--- config.mk ---
export PLATFORM = sky130hd
export DESIGN_NAME = slice_diff_combiner
export DESIGN_NICKNAME = d
export VERILOG_FILES = /design/src/rtl/sdc_pkg.sv /design/src/rtl/sdc_col_diff.sv /design/src/rtl/sdc_slice_track.sv /design/src/rtl/sdc_col_merge.sv /design/src/rtl/slice_diff_combiner.sv
export SDC_FILE = /design/constraint.sdc
export NUM_CORES = 1
export LEC_CHECK = 0
export BUFFER_PORTS_ARGS = -buffer_cell sky130_fd_sc_hd__clkbuf_2
export CAP_MARGIN = 30
export CORE_MARGIN = 2
export CORE_UTILIZATION = 40
export CTS_CLUSTER_DIAMETER = 120
export CTS_CLUSTER_SIZE = 16
export DETAILED_ROUTE_END_ITERATION = 16
export GPL_TIMING_DRIVEN = 0
export PLACE_DENSITY = 0.67
export SLEW_MARGIN = 20
export SYNTH_ARGS = -nofsm -noshare
export SYNTH_HDL_FRONTEND = slang
export SYNTH_SLANG_ARGS = --single-unit
--- constraint.sdc ---
create_clock -name clk -period 3.8 [get_ports clk]
set_clock_uncertainty 0.1 [all_clocks]
set_input_delay 0.38 -clock clk [delete_from_list [all_inputs] [get_ports clk]]
set_output_delay 0.38 -clock clk [all_outputs]
set_load 0.02 [all_outputs]
--- src/rtl/sdc_pkg.sv ---
package sdc_pkg;
  typedef enum logic {
    SLICE_LO = 1'b0,
    SLICE_HI = 1'b1
  } slice_e;
endpackage

--- src/rtl/sdc_col_diff.sv ---
module sdc_col_diff #(
  parameter int CODE_W = 8,
  localparam int DIFF_W = CODE_W + 1
) (
  input  logic [CODE_W-1:0]        pos_code,
  input  logic [CODE_W-1:0]        neg_code,
  output logic signed [DIFF_W-1:0] diff
);
  always_comb begin
    diff = $signed({1'b0, pos_code}) - $signed({1'b0, neg_code});
  end
endmodule

--- src/rtl/sdc_slice_track.sv ---
module sdc_slice_track
  import sdc_pkg::*;
#(
  parameter int COLS   = 4,
  parameter int DIFF_W = 9
) (
  input  logic                   clk,
  input  logic                   rst_n,
  input  logic                   take,
  input  logic                   is_hi,
  input  logic [COLS*DIFF_W-1:0] diffs,
  output logic                   pending,
  output logic [COLS*DIFF_W-1:0] hi_diffs,
  output logic                   fire,
  output logic                   err
);
  slice_e kind;
  logic   orphan;

  assign kind   = slice_e'(is_hi);
  assign fire   = take && (kind == SLICE_LO) && pending;
  assign orphan = take && (kind == SLICE_LO) && !pending;

  always_ff @(posedge clk or negedge rst_n) begin
    if (!rst_n) begin
      pending  <= 1'b0;
      hi_diffs <= '0;
      err      <= 1'b0;
    end else begin
      err <= orphan;
      if (take) begin
        case (kind)
          SLICE_HI: begin
            pending  <= 1'b1;
            hi_diffs <= diffs;
          end
          default: pending <= 1'b0;
        endcase
      end
    end
  end
endmodule

--- src/rtl/sdc_col_merge.sv ---
module sdc_col_merge #(
  parameter int DIFF_W  = 9,
  parameter int SLICE_W = 4,
  parameter int RSHIFT  = 4,
  parameter int OUT_W   = 8,
  localparam int COMB_W = DIFF_W + SLICE_W + 1,
  localparam int RND_W  = COMB_W + 1
) (
  input  logic signed [DIFF_W-1:0] hi_diff,
  input  logic signed [DIFF_W-1:0] lo_diff,
  output logic signed [OUT_W-1:0]  result
);
  localparam logic signed [RND_W-1:0] MAXV = RND_W'((1 << (OUT_W - 1)) - 1);
  localparam logic signed [RND_W-1:0] MINV = -MAXV - RND_W'(1);

  logic signed [COMB_W-1:0] hi_x, lo_x, comb;
  logic signed [RND_W-1:0]  scaled;

  assign hi_x = {{(COMB_W-DIFF_W){hi_diff[DIFF_W-1]}}, hi_diff};
  assign lo_x = {{(COMB_W-DIFF_W){lo_diff[DIFF_W-1]}}, lo_diff};
  assign comb = (hi_x <<< SLICE_W) + lo_x;

  generate
    if (RSHIFT > 0) begin : g_round
      localparam logic signed [RND_W-1:0] HALF = RND_W'(1) <<< (RSHIFT - 1);
      logic signed [RND_W-1:0] biased;
      assign biased = {comb[COMB_W-1], comb} + HALF;
      assign scaled = biased >>> RSHIFT;
    end else begin : g_pass
      assign scaled = {comb[COMB_W-1], comb};
    end
  endgenerate

  always_comb begin
    if (scaled > MAXV)      result = MAXV[OUT_W-1:0];
    else if (scaled < MINV) result = MINV[OUT_W-1:0];
    else                    result = scaled[OUT_W-1:0];
  end
endmodule

--- src/rtl/slice_diff_combiner.sv ---
module slice_diff_combiner #(
  parameter int COLS    = 4,
  parameter int CODE_W  = 8,
  parameter int SLICE_W = 4,
  parameter int RSHIFT  = 4,
  parameter int OUT_W   = 8,
  localparam int DIFF_W = CODE_W + 1
) (
  input  logic                   clk,
  input  logic                   rst_n,
  input  logic                   in_valid,
  output logic                   in_ready,
  input  logic                   in_hi,
  input  logic [COLS*CODE_W-1:0] in_pos,
  input  logic [COLS*CODE_W-1:0] in_neg,
  output logic                   out_valid,
  input  logic                   out_ready,
  output logic [COLS*OUT_W-1:0]  out_data,
  output logic                   slice_err
);
  logic                   accept;
  logic                   hi_pending;
  logic                   fire;
  logic [COLS*DIFF_W-1:0] cur_diffs;
  logic [COLS*DIFF_W-1:0] held_diffs;
  logic [COLS*OUT_W-1:0]  merged;

  assign in_ready = !out_valid || out_ready;
  assign accept   = in_valid && in_ready;

  generate
    for (genvar c = 0; c < COLS; c++) begin : g_col
      sdc_col_diff #(.CODE_W(CODE_W)) u_diff (
        .pos_code (in_pos[c*CODE_W +: CODE_W]),
        .neg_code (in_neg[c*CODE_W +: CODE_W]),
        .diff     (cur_diffs[c*DIFF_W +: DIFF_W])
      );
      sdc_col_merge #(
        .DIFF_W(DIFF_W), .SLICE_W(SLICE_W), .RSHIFT(RSHIFT), .OUT_W(OUT_W)
      ) u_merge (
        .hi_diff (held_diffs[c*DIFF_W +: DIFF_W]),
        .lo_diff (cur_diffs[c*DIFF_W +: DIFF_W]),
        .result  (merged[c*OUT_W +: OUT_W])
      );
    end
  endgenerate

  sdc_slice_track #(.COLS(COLS), .DIFF_W(DIFF_W)) u_track (
    .clk      (clk),
    .rst_n    (rst_n),
    .take     (accept),
    .is_hi    (in_hi),
    .diffs    (cur_diffs),
    .pending  (hi_pending),
    .hi_diffs (held_diffs),
    .fire     (fire),
    .err      (slice_err)
  );

  always_ff @(posedge clk or negedge rst_n) begin
    if (!rst_n) begin
      out_valid <= 1'b0;
      out_data  <= '0;
    end else if (fire) begin
      out_valid <= 1'b1;
      out_data  <= merged;
    end else if (out_ready) begin
      out_valid <= 1'b0;
    end
  end
endmodule

==> qor.yml, run 1 <==
synth:
  syn_area_um2: 6020
  synth-simple-area-share_pct: 16.6
  synth_common_cells: "72 x ha_1, 71 x dfrtp_1, 63 x inv_1"
  synth_cell_types: 71
  avgSynthCellArea_um2: 8.93
  synth.most_common_cell: "ha_1"
  synth-xor-area-share_pct: 6.11
  synthCells: 674
  synth-edff-count: 0
  ys_seq_area_share_pct: 29.5
  muxShareOfSynthArea_pct: 3.33
  synth_area_leaders: "dfrtp_1 30%, ha_1 15%, a21oi_1 4.1%"
  synth_fa_ha_area_share_pct: 17.6
  yosysWarningCount: 0
  synthArstFlopShare_pct: 100
  synth_top_family_by_area: "compound AO/OA/AOI/OAI gates"
  synth_seq_cells: 71
  synth_top_area_share_pct: 29.5
  yosysTopAreaCell: "dfrtp_1"
  synth-compound-area-share_pct: 21.8
  ys.flop_type: "dfrtp_1"
  synth_nets: 823
job:
  max_cap_violations: 0
route:
  wl_per_cell_um: 14.4
  detail_route.first_pass.iterations: 4
  via_per_inst: 5.29
  drc: 0
  ant_nets: 0
  drt_iter0_markers: 240
  drt-total-wl_mm: 14.4
  dr_total_vias: 5316
status:
  status: "completed"
floorplan:
  io_pins: 104
  die_area_um2: 16000
  start_util_pct: 41.2
  die_h_um: 127
  rows: 44
  die_x_um: 127
  core_um2: 14600
setup_path:
  crit_slowest_cell: "fa_2"
  timing_worst_setup_path_type: "in2reg"
  crit_chain: "clkbuf_2 -> inv_1 -> ha_4 -> fa_2 -> nor2b_2 -> o21ai_1 -> nand2_1 -> a21o_1 -> a21oi_4 -> o21bai_1 -> a21oi_2 -> buf_4 -> ha_2 -> or2_4 -> or2_4 -> o211a_4 -> o21a_4 -> o31a_1 -> o31a_1"
  regToRegSetupSlack_ns: 1.11
  cp_max_fo: 7
  cp.arrival_ns: 3.76
  cp.required_ns: 3.92
  worstSetupEndpointType: "flip-flop"
  critPathMaxStageDelay_ns: 0.37
  start_kind: "primary input"
cts:
  path_clk_slew_ns: 0.06
  cts_buffer_depth: 2
  numCtsBuffers: 9
  clock-root-buffer: "clkbuf_16"
  h-tree-depth: 3
  clkLatencyLatePin_ns: 0.35
  cts.sinks: 71
  cts_tree: "done"
pwr:
  switching_share_pct: 42.0
  p_leak_nw: 3.80
  power_density_nw_per_um2: 638
  vdd_drop_max_mv: 0.301
  p_comb_share_pct: 57.2
  pwr-share-seq_pct: 23.5
  internal_power_w: 0.00287
  switchingPower_w: 0.00207
  total_power_w: 0.00494
  clock_power_share_pct: 19.2
hold_path:
  min_path_type: "in2reg"
grt:
  grt.total_usage_pct: 18.0
  grt_first_pass_wirelength_mm: 23.7
  grt_overflow: 0
  grt_max_degree: 38
  antenna_found_initial: 0
  first_global_vias: 5050
layout:
  diodes: 0
  drive_gt1_share_pct: 30.0
  postLayoutCoreUtil_pct: 53.1
  syn_to_final_growth_pct: 28.7
  fin_nets: 964
sta:
  report.final.hold_viol_count: 0
  period_share_pct: 95.7
  final-setup-viol-count: 0
  slew_viol_final: 0
  timing.final.ws_setup_ns: 0.162
  tightest_slew_ns: 0.688
  slew_headroom_pct: 54.1
  max_freq_mhz: 275
  fin_crit_ns: 3.64
placement:
  port_buffers: 103
  hpwl_mm: 10.7
  gp_congestion: 0.882
  dpl_worst_slack_ns: -0.624
[sequential cells by signal, summed over array words and instances, names as in the netlist]
register	flops
u_track.hi_diffs	36
u_track.err	1
u_track.pending	1
out_data	32
out_valid	1
[cell type report]
class                           instances  area (um2)
Clock buffer                           11         253
Multi-Input combinational cell        528        4360
Inverter                               63         236
Buffer                                 11        55.1
Timing Repair Buffer                  131         749
Sequential cell                        71        1780
Tap cell                              184         230
Clock inverter                          5        80.1
Fill cell                            1382        6850
[worst max-delay path, delay by kind of cell]
family | cells | cell delay (ns)
compound gates | 9 | 1.68
fa+ha+maj | 3 | 0.73
buf+inv | 3 | 0.27
simple gates | 4 | 0.70
[placed cells by master, fill, tap and decap left out, types with 8 or more instances in the layout]
master	Yosys	final
nand2_1	49	46
a21oi_2	1	16
clkbuf_16	0	9
nor2b_1	13	11
xor2_1	18	17
ha_1	72	60
o21ai_1	4	9
mux2_2	16	16
a21oi_1	49	30
o21ai_0	42	36
clkbuf_2	0	101
nand3_1	23	21
o31a_1	10	10
buf_4	1	27
xnor2_1	24	19
inv_1	63	62
a21o_1	21	20
dfrtp_1	71	71
nor3_1	11	10
o22a_1	8	8
nand2b_1	19	18
nor2_1	43	43
clkbuf_1	9	8
nand3b_1	9	9
ha_4	0	8
[worst paths after layout]
| path | startpoint | end | depth (start not counted) |
|---|---|---|---|
| max | in_pos[16] | out_data[18] | 19 |
| min | in_hi | u_track.err | 2 |
| max reg2reg | u_track.hi_diffs[0] | out_data[1] | 10 |
| min reg2reg | u_track.pending | u_track.err | 1 |
| max in group asynchronous | rst_n | u_track.hi_diffs[23] | 3 |
| min in group asynchronous | rst_n | u_track.hi_diffs[3] | 2 |
[power by group through the flow]
stage	sequential [W]	clock (W)	combinational, W
after CTS	0.00116	0.000971	0.00258
final	0.00116	0.000951	0.00283
after floorplan	0.00132	0	0.00176
after detailed placement	0.00117	0	0.00252
after global routing	0.00119	0.000996	0.00314
after global placement	0.00117	0	0.00248
[logic make-up (layout without fill, tap and decap cells)]
kind of cell,Yosys count,count (layout)
XOR/XNOR,42,42
adder cells (fa/ha/maj),80,80
AO/OA/AOI/OAI,190,190
AND/OR/NAND/NOR,198,198
flip-flops,71,71
buffers and inverters,75,221
multiplexers,18,18
[metrics by stage]
step | std cells | hold WS (ns) | TNS (ns) | area (um2)
3_5_place_dp | 962 | 0.311 | -14.88 | 6830
6_report | 1004 | 0.157 | 0 | 7740
3_3_place_gp | 961 | 0.365 | -13.79 | 6810
4_1_cts | 984 | 0.137 | 0 | 7280
2_1_floorplan | 674 | -0.0156 | 0 | 6070
5_1_grt | 1004 | 0.158 | -0.685 | 7740
[what timing repair did]
action,4_1_cts,5_1_grt
hold buffers,1,0
endpoints found under the hold margin,34,0
endpoints found under the setup margin,28,29
pin swaps,8,46
setup buffers,5,21
resized for setup,11,63
[routing by layer]
layer | track usage, % | wire length, um
met1 | 24.1 | 6760
met2 | 29.7 | 6770
met3 | 3.88 | 647
met4 | 4.72 | 228
met5 | 0 | 0
Power figures use the tool's default switching activity.
==> run 2, diff against run 1 <==
--- a/config.mk
+++ b/config.mk
@@ -7,6 +7,7 @@
 export LEC_CHECK = 0
 export BUFFER_PORTS_ARGS = -buffer_cell sky130_fd_sc_hd__clkbuf_2
 export CAP_MARGIN = 30
+export CORE_ASPECT_RATIO = 1.2
 export CORE_MARGIN = 2
 export CORE_UTILIZATION = 40
 export CTS_CLUSTER_DIAMETER = 120
==> run 2 against run 1 <==
Combinational power is essentially flat; the flow now finishes with violations (negative hold slack); wire length grew 1.2%; non-clock buffer count is 1 lower; critical endpoint is now out_data[21]; setup slack got worse by 0.11 ns; worst hold slack lost 0.18 ns; core utilization shrank 0.46 points; clock-buffer cell count is 1 lower.
==> qor.yml, run 2 (synthesis gave the netlist of run 1 again) <==
layout:
  largest_register: "u_track.hi_diffs"
  layout_commonest_cell: "clkbuf_2"
  largest_reg_flops: 36
  drive_gt1_share_pct: 30.3
  largestRegisters: "u_track.hi_diffs (36), out_data (32)"
  postLayoutCoreUtil_pct: 52.6
  diodes: 0
  mostFrequentLayoutCells: "101 x clkbuf_2, 71 x dfrtp_1, 62 x inv_1"
  fillers: 1435
  syn_to_final_growth_pct: 29.7
  fin_nets: 963
status:
  failed_checks: "negative hold slack"
  status: "complete, but fails checks"
grt:
  grt_overflow: 0
  grt_max_degree: 45
  grt.total_usage_pct: 18.0
  grt_first_pass_wirelength_mm: 23.4
  antenna_found_initial: 0
  first_global_vias: 5029
setup_path:
  regToRegSetupSlack_ns: 1.05
  worstSetupStartpoint: "in_neg[17]"
  start_kind: "primary input"
  cp.depth: 18
  cp.arrival_ns: 3.87
  crit_chain: "buf_8 -> inv_4 -> ha_4 -> nor2b_4 -> o211ai_1 -> nand3_1 -> a21o_1 -> a21o_1 -> a21oi_2 -> xnor2_2 -> ha_1 -> a21oi_2 -> nand2_2 -> or2_4 -> o211a_4 -> o21a_4 -> o31a_1 -> o31a_1"
  cp.required_ns: 3.92
  critPathMaxStageDelay_ns: 0.35
  crit_buf_inv: 2
  timing_worst_setup_path_type: "in2reg"
  cpLargestDelayFamily: "compound AO/OA/AOI/OAI gates"
  crit_slowest_cell: "o31a_1"
  worstSetupEndpointType: "flip-flop"
  reg2reg_from: "u_track.hi_diffs[1]"
  reg2regPathDepth: 9
  r2r-end: "out_data[4]"
  endpoint: "out_data[21]"
  cp_max_fo: 7
placement:
  port_buffers: 103
  gp_congestion: 0.867
  hpwl_mm: 10.8
  dpl_worst_slack_ns: -0.601
hold_path:
  min_path_type: "in2async"
job:
  max_cap_violations: 0
route:
  detail_route.first_pass.iterations: 4
  via_per_inst: 5.21
  drt-total-wl_mm: 14.6
  wl_per_cell_um: 14.3
  drc: 0
  drt_iter0_markers: 244
  dr_total_vias: 5328
  ant_nets: 0
sta:
  slew_headroom_pct: 52.8
  timing.hold.ws_ns: -0.0187
  tightest_slew_ns: 0.708
  period_share_pct: 98.6
  final-setup-viol-count: 0
  slew_viol_final: 0
  report.final.hold_viol_count: 17
  max_freq_mhz: 267
  timing.final.ws_setup_ns: 0.0533
  fin_crit_ns: 3.75
  rsz0062_at_grt: "true"
floorplan:
  die_area_um2: 16000
  die_h_um: 138
  io_pins: 104
  core_um2: 14800
  rows: 49
  start_util_pct: 40.5
  die_x_um: 116
cts:
  numCtsBuffers: 9
  clock-root-buffer: "clkbuf_16"
  cts_buffer_depth: 2
  cts_tree: "done"
  cts.hold.buffers_added: 0
  cts.sinks: 71
  h-tree-depth: 3
  clkLatencyLatePin_ns: 0.34
  path_clk_slew_ns: 0.06
pwr:
  vdd_drop_max_mv: 0.243
  p_leak_nw: 3.80
  power_density_nw_per_um2: 641
  total_power_w: 0.00500
[run 2: changes by cell type in the layout (fill, tap and decap cells not counted), sizes merged]
cell,change
bufinv,+1
clkbuf,-1
clkinv,+1
clkinvlp,-1
dlygate4sd3,-1
[run 2: worst min path at each step]
| stage | from | to | depth (start not counted) |
|---|---|---|---|
| CTS | rst_n | out_data[11] | 1 |
| detailed placement | u_track.pending | u_track.err | 1 |
| floorplan | rst_n | out_data[0] | 0 |
| finish | rst_n | out_data[11] | 1 |
| global placement | u_track.pending | u_track.err | 1 |
| global route | rst_n | out_data[11] | 1 |
[run 2: per-layer routing]
metal	GRT usage (%)	part of all wire, %	up-vias
li1	-	-	2696
met1	23.4	45	2509
met2	31.1	50	110
met3	2.63	3.4	13
met4	4.51	1.1	0
met5	0	0	-
[run 2: timing repair]
action	4_1_cts	5_1_grt
setup buffers	4	22
gates resized for setup	12	66
setup endpoints to repair	28	29
pin swaps	8	52
[run 2: where the power goes]
group | leakage [nW] | switching (W) | internal [W]
combinational | 2.75 | 0.00159 | 0.00125
clock | 0.168 | 0.000334 | 0.000657
sequential | 0.874 | 0.000159 | 0.00101
[run 2: worst register-to-register path: cells and delay by family (launching register included)]
family,cells,cell delay [ns]
DFF,1,0.38
and+or+nand+nor,3,0.52
adders and majority gates,1,0.36
AOI/OAI and AO/OA,5,1.26
[run 2: final cells by class]
cell class	instances	area, um2	area share [%]
Clock inverter	6	108	1.38
Sequential cell	71	1780	22.8
Tap cell	204	255	3.27
Clock buffer	10	239	3.06
Buffer	11	55.1	0.705
Timing Repair Buffer	130	747	9.57
Multi-Input combinational cell	528	4380	56.2
Inverter	63	239	3.06
[run 2: through the flow]
step | hold slack [ns] | TNS [ns] | std cells | area [um2]
5_1_grt | 0.0381 | -1.68 | 1023 | 7800
6_report | -0.0187 | 0 | 1023 | 7800
3_3_place_gp | 0.361 | -13.98 | 981 | 6840
4_1_cts | 0.0142 | 0 | 1002 | 7300
3_5_place_dp | 0.372 | -14.45 | 982 | 6860
2_1_floorplan | -0.0156 | 0 | 674 | 6070
